### src/rtl/f2i_pkg.sv
package f2i_pkg;
  typedef enum logic [1:0] {
    PH_SAMPLE = 2'd0,
    PH_GAP    = 2'd1,
    PH_SHIFT  = 2'd2
  } phase_e;
endpackage

### src/rtl/poh_slot_seq.sv
module poh_slot_seq
  import f2i_pkg::*;
#(
  parameter int BYTE_W    = 8,
  parameter int GAP_BYTES = 4
) (
  input  logic                      clk,
  input  logic                      rst,
  input  logic                      frame_in,
  input  logic                      enable_in,
  output phase_e                    phase,
  output logic [$clog2(BYTE_W)-1:0] bit_idx,
  output logic                      start
);
  localparam int GAP_CLKS = GAP_BYTES * BYTE_W;
  localparam int CW       = $clog2(GAP_CLKS);
  localparam int IW       = $clog2(BYTE_W);
  localparam logic [CW-1:0] GAP_LAST = CW'(GAP_CLKS - 1);
  localparam logic [IW-1:0] TOP_BIT  = IW'(BYTE_W - 1);

  logic [CW-1:0] gap_cnt;
  logic          armed;

  assign armed = frame_in && enable_in;
  // a window opens from the idle state or right after the last bit
  assign start = armed && ((phase == PH_SAMPLE) ||
                           ((phase == PH_SHIFT) && (bit_idx == '0)));

  always_ff @(posedge clk) begin
    if (rst) begin
      phase   <= PH_SAMPLE;
      gap_cnt <= '0;
      bit_idx <= '0;
    end else begin
      case (phase)
        PH_SAMPLE: begin
          if (start) begin
            phase   <= PH_GAP;
            gap_cnt <= '0;
          end
        end
        PH_GAP: begin
          if (gap_cnt == GAP_LAST) begin
            phase   <= PH_SHIFT;
            bit_idx <= TOP_BIT;
          end else begin
            gap_cnt <= gap_cnt + 1'b1;
          end
        end
        PH_SHIFT: begin
          if (bit_idx == '0) begin
            if (start) begin
              phase   <= PH_GAP;
              gap_cnt <= '0;
            end else begin
              phase <= PH_SAMPLE;
            end
          end else begin
            bit_idx <= bit_idx - 1'b1;
          end
        end
        default: phase <= PH_SAMPLE;
      endcase
    end
  end

  p_arm_needs_both_r2: assert property (@(posedge clk) disable iff (rst)
    (phase == PH_SAMPLE && !(frame_in && enable_in)) |=> (phase == PH_SAMPLE));

  p_gap_exit_r3: assert property (@(posedge clk) disable iff (rst)
    (phase == PH_GAP && gap_cnt == GAP_LAST) |=> (phase == PH_SHIFT && bit_idx == TOP_BIT));

  p_shift_step_r4: assert property (@(posedge clk) disable iff (rst)
    (phase == PH_SHIFT && bit_idx != '0) |=> (phase == PH_SHIFT && bit_idx == $past(bit_idx) - 1'b1));

  p_gap_ignores_strobe_r8: assert property (@(posedge clk) disable iff (rst)
    (phase == PH_GAP && gap_cnt != GAP_LAST) |=> (phase == PH_GAP));
endmodule

### src/rtl/poh_bit_launcher.sv
module poh_bit_launcher
  import f2i_pkg::*;
#(
  parameter int BYTE_W = 8
) (
  input  logic                      clk,
  input  logic                      rst,
  input  logic                      start,
  input  phase_e                    phase,
  input  logic [$clog2(BYTE_W)-1:0] bit_idx,
  input  logic [BYTE_W-1:0]         byte_in,
  output logic                      ser_data,
  output logic                      ser_insert
);
  logic [BYTE_W-1:0] shadow;

  // the byte is frozen when a window opens
  always_ff @(posedge clk) begin
    if (rst)        shadow <= '0;
    else if (start) shadow <= byte_in;
  end

  // launch on the falling edge so the receiver samples mid-bit
  always_ff @(negedge clk) begin
    if (rst) begin
      ser_data   <= 1'b0;
      ser_insert <= 1'b0;
    end else begin
      ser_insert <= (phase == PH_SHIFT);
      ser_data   <= (phase == PH_SHIFT) ? shadow[bit_idx] : 1'b0;
    end
  end

  p_qual_window_r5: assert property (@(posedge clk) disable iff (rst)
    ser_insert == (phase == PH_SHIFT));

  p_quiet_line_r6: assert property (@(posedge clk) disable iff (rst)
    !ser_insert |-> !ser_data);

  p_shadow_hold_r9: assert property (@(posedge clk) disable iff (rst)
    (phase == PH_SHIFT && bit_idx != '0) |=> $stable(shadow));
endmodule

### src/rtl/f2_serial_inserter.sv
module f2_serial_inserter
  import f2i_pkg::*;
#(
  parameter int BYTE_W    = 8,
  parameter int GAP_BYTES = 4
) (
  input  logic              clk,
  input  logic              rst,
  input  logic              host_we,
  input  logic [BYTE_W-1:0] host_data,
  input  logic              poh_frame,
  input  logic              poh_enable,
  output logic              ser_data,
  output logic              ser_insert
);
  localparam int IW = $clog2(BYTE_W);

  logic [BYTE_W-1:0] f2_hold;
  phase_e            phase;
  logic [IW-1:0]     bit_idx;
  logic              start;

  always_ff @(posedge clk) begin
    if (rst)          f2_hold <= '0;
    else if (host_we) f2_hold <= host_data;
  end

  poh_slot_seq #(.BYTE_W(BYTE_W), .GAP_BYTES(GAP_BYTES)) u_seq (
    .clk       (clk),
    .rst       (rst),
    .frame_in  (poh_frame),
    .enable_in (poh_enable),
    .phase     (phase),
    .bit_idx   (bit_idx),
    .start     (start)
  );

  poh_bit_launcher #(.BYTE_W(BYTE_W)) u_launch (
    .clk        (clk),
    .rst        (rst),
    .start      (start),
    .phase      (phase),
    .bit_idx    (bit_idx),
    .byte_in    (f2_hold),
    .ser_data   (ser_data),
    .ser_insert (ser_insert)
  );

  p_reset_quiet_r1: assert property (@(posedge clk)
    $past(rst) |-> (!ser_insert && !ser_data));
endmodule

### config.mk
export PLATFORM = sky130hd
export DESIGN_NAME = f2_serial_inserter
export DESIGN_NICKNAME = d
export VERILOG_FILES = /design/src/rtl/f2i_pkg.sv /design/src/rtl/poh_slot_seq.sv /design/src/rtl/poh_bit_launcher.sv /design/src/rtl/f2_serial_inserter.sv
export SDC_FILE = /design/constraint.sdc
export NUM_CORES = 1
export LEC_CHECK = 0
export BUFFER_PORTS_ARGS = -buffer_cell sky130_fd_sc_hd__buf_2
export CAP_MARGIN = 20
export CELL_PAD_IN_SITES_DETAIL_PLACEMENT = 0
export CELL_PAD_IN_SITES_GLOBAL_PLACEMENT = 1
export CORE_AREA = 2 2 57 59
export CTS_CLUSTER_DIAMETER = 200
export DETAILED_ROUTE_END_ITERATION = 8
export DIE_AREA = 0 0 59 61
export HOLD_SLACK_MARGIN = 0.05
export PLACE_DENSITY = 0.8
export SYNTH_ARGS = -nofsm -noshare
export SYNTH_HDL_FRONTEND = slang
export SYNTH_SLANG_ARGS = --single-unit
export TNS_END_PERCENT = 5
### constraint.sdc
create_clock -name clk -period 5.8 [get_ports clk]
set_clock_uncertainty 0.2 [all_clocks]
set_input_delay 0.58 -clock clk [delete_from_list [all_inputs] [get_ports clk]]
set_output_delay 0.58 -clock clk [all_outputs]
set_load 0.03 [all_outputs]
==> reports/metrics.csv <==
metric,value,unit
# Max-Cap Violations,0,
width of the die,59,um
Worst R2R Start,u_seq.phase[0]$_SDFFE_PP0P_,
Yosys top cell by area,dfxtp_1,
cts bufs inserted,3,
GR Util All Layers,15.3,%
clock latency at the later pin of the worst-skew pair,0.32,ns
core footprint,2950,um2
Port Buffers,14,
Cell Pwr Density,366,nW/um2
Yosys warning count,0,
"top cells by area, synth","dfxtp_1 41%, mux2i_1 13%, ha_1 8.3%, nor2_1 5.8%, mux4_2 3.3%",
endpoints failing setup,0,
Tightest Pin Transition,0.952,ns
final hold viol count,0,
Buf/Inv on CP,1,
CTS tree,built,
crit end category,output pin,
arrival time at the worst endpoint,3.75,ns
Vias per Instance,5.45,
max_slew headroom,36.4,%
post-synth top area share,41.3,%
synthesized cell area,1360,um2
leakage,0.000679,uW
Clock transition at path regs,0.14,ns
Syn Area/Cell,9.56,um2
worst r2r dst,u_launch.ser_data$_SDFF_NP0_,
Seq cells post-synth,28,
WHS Path Cells,3,
worst reg2reg path depth,4,
diodes inserted,0,
die height,61,um
Tot Pwr,536,uW
"Area growth, synth to finish",8.02,%
Initial Util,46.0,%
Crit path depth,1,
status,completed,
total grt overflow,0,
"antenna viol nets, final",0,
clk buf depth,2,
fill count,295,
final net count,177,
Remaining DRCs,0,
R2R Setup Slk,1.45,ns
die area,3600,um2
post-CTS setup buffers,0,
Syn Nets,164,
first-pass GRT wire length,4180,um
Worst Hold Class,primary input to flip-flop,
CP max FO,1,
fraction of layout cells with a size suffix above 1,13.0,%
# resized after CTS,0,
WP data required,5.02,ns
largest net degree at the start of global routing,32,
fin. max-slew vios,0,
I/O pin cnt,15,
First-pass DRT Iterations,6,
vias in the first global route,1028,
Routed WL,2500,um
TNS Setup,0,ns
sequential cell area,561,um2
dpl hpwl,1860,um
routed len/inst,13.4,um
clock sinks,28,
Crit. Startpoint,u_launch.ser_data$_SDFF_NP0_,
Yosys cell types,34,
CP max stage delay,0.30,ns
Top delay family on crit path,flip-flops,
footprint of the multi-input gates,742,um2
Clock Tree Root,clkbuf_4,
Max VDD drop,175,uV
CP endpoint,ser_data,
routed vias,1020,
RSZ-0062 raised after global routing,false,
CTS Hold Bufs,0,
worst setup path class,flip-flop to output pin,
antenna violations before repair,0,
sequential cell area fraction in the yosys report,41.3,%
# rows,20,
slowest cell on the critical path,dfxtp_1,
Routability Congestion,0.804,
critical path cell sequence,buf_2,
Cells after Synth,142,
Critical Path Source Type,flip-flop,
DR iter-0 viols,53,
CTS HTree Levels,1,
worst min path at each step:
stage,startpoint,to
CTS,host_data[0],f2_hold[0]$_SDFFE_PP0P_
global route,host_data[4],f2_hold[4]$_SDFFE_PP0P_
global placement,u_seq.gap_cnt[4]$_SDFFE_PP0P_,u_seq.gap_cnt[4]$_SDFFE_PP0P_
detailed placement,f2_hold[6]$_SDFFE_PP0P_,f2_hold[6]$_SDFFE_PP0P_
finish,host_data[0],f2_hold[0]$_SDFFE_PP0P_
floorplan,u_launch.shadow[2]$_SDFFE_PP0P_,u_launch.shadow[2]$_SDFFE_PP0P_
report_power, final:
| group | switching, uW | leakage, uW | total, uW | internal (uW) |
|---|---|---|---|---|
| clock network | 57.4 | 0.0000256 | 86.1 | 28.7 |
| registers | 25.8 | 0.000228 | 243 | 217 |
| logic | 119 | 0.000425 | 207 | 87.8 |
area by class of cell:
cell class | instances | share of cell area (%)
tap | 33 | 2.82
multi-input combinational | 101 | 50.6
inverter | 5 | 1.28
clock buffer | 4 | 1.79
timing repair buffer | 14 | 4.78
sequential | 28 | 38.2
clock inverter | 2 | 0.512
metrics by stage:
step / hold WS, ns / cell area (um2) / setup slack, ns / util, % / instances
floorplan: 0.258 / 1360 / 1.55 / - / 142
global placement: 0.277 / 1440 / 1.33 / 48.6 / 182
detailed placement: 0.289 / 1440 / 1.32 / 48.6 / 182
CTS: 0.268 / 1470 / 1.25 / 49.7 / 187
global route: 0.298 / 1470 / 1.18 / 49.7 / 187
finish: 0.280 / 1470 / 1.27 / 49.7 / 187
sequential cells by signal, summed over array words and instances (netlist names):
name	cells
u_seq.bit_idx	3
f2_hold	8
u_launch.ser_data	1
u_launch.ser_insert	1
u_seq.gap_cnt	5
u_seq.phase	2
u_launch.shadow	8
kinds of logic (layout without fill, tap and decap cells):
family | count (synthesis) | count (layout) | share of synthesized area, %
muxes | 20 | 20 | 16.6
AOI/OAI and AO/OA | 22 | 22 | 10.8
adders and majority gates | 9 | 9 | 8.30
and+or+nand+nor | 50 | 50 | 19.0
buffers and inverters | 13 | 25 | 4.05
DFF | 28 | 28 | 41.3
layer usage:
metal	vias up	part of all wire [%]	track usage, %	routed length [um]
li1	522	-	-	-
met1	480	43	15.8	1080
met2	14	53	30.2	1340
met3	4	2.3	2.35	57
met4	0	1.2	7.14	29
met5	-	0	0	0
worst min-delay path, cell delays in order:
cell and delay (ns):
buf_2 0.07, mux2i_1 0.05, nor2_1 0.07
layout by cell type (no fill, tap or decap):
master     n
a31oi_1    2
and2_1     2
a211o_1    1
nor4bb_1   2
o21ai_0    3
a21oi_1    7
mux4_2     2
a221o_1    1
or4_1      2
nor2b_1    4
o21bai_1   1
ha_1       9
inv_1      7
or3_1      1
mux2i_1   18
and3_1     1
nor2_1    21
nand2b_1   6
o211ai_1   1
o32ai_1    1
a21o_1     1
and3b_1    1
buf_2     14
a41o_1     1
nand3_1    5
a22oi_1    1
dfxtp_1   28
a31o_2     1
clkbuf_4   3
clkbuf_1   1
o31ai_1    1
nand3b_1   1
nand2_1    4
cell usage after synthesis, drive strengths merged:
cell	number
a211o	1
o211ai	1
clkbuf	5
a41o	1
a31oi	2
or4	2
o31ai	1
dfxtp	28
nand3b	1
inv	6
or3	1
a21o	1
nand2b	6
nor2b	4
o21ai	3
and3b	1
ha	9
a221o	1
nand2	4
nor2	21
o32ai	1
nor4bb	2
a22oi	1
buf	2
and3	1
nand3	5
and2	2
mux2i	18
o21bai	1
a21oi	7
a31o	1
mux4	2
Note: power is estimated with default switching activity, not from simulation.
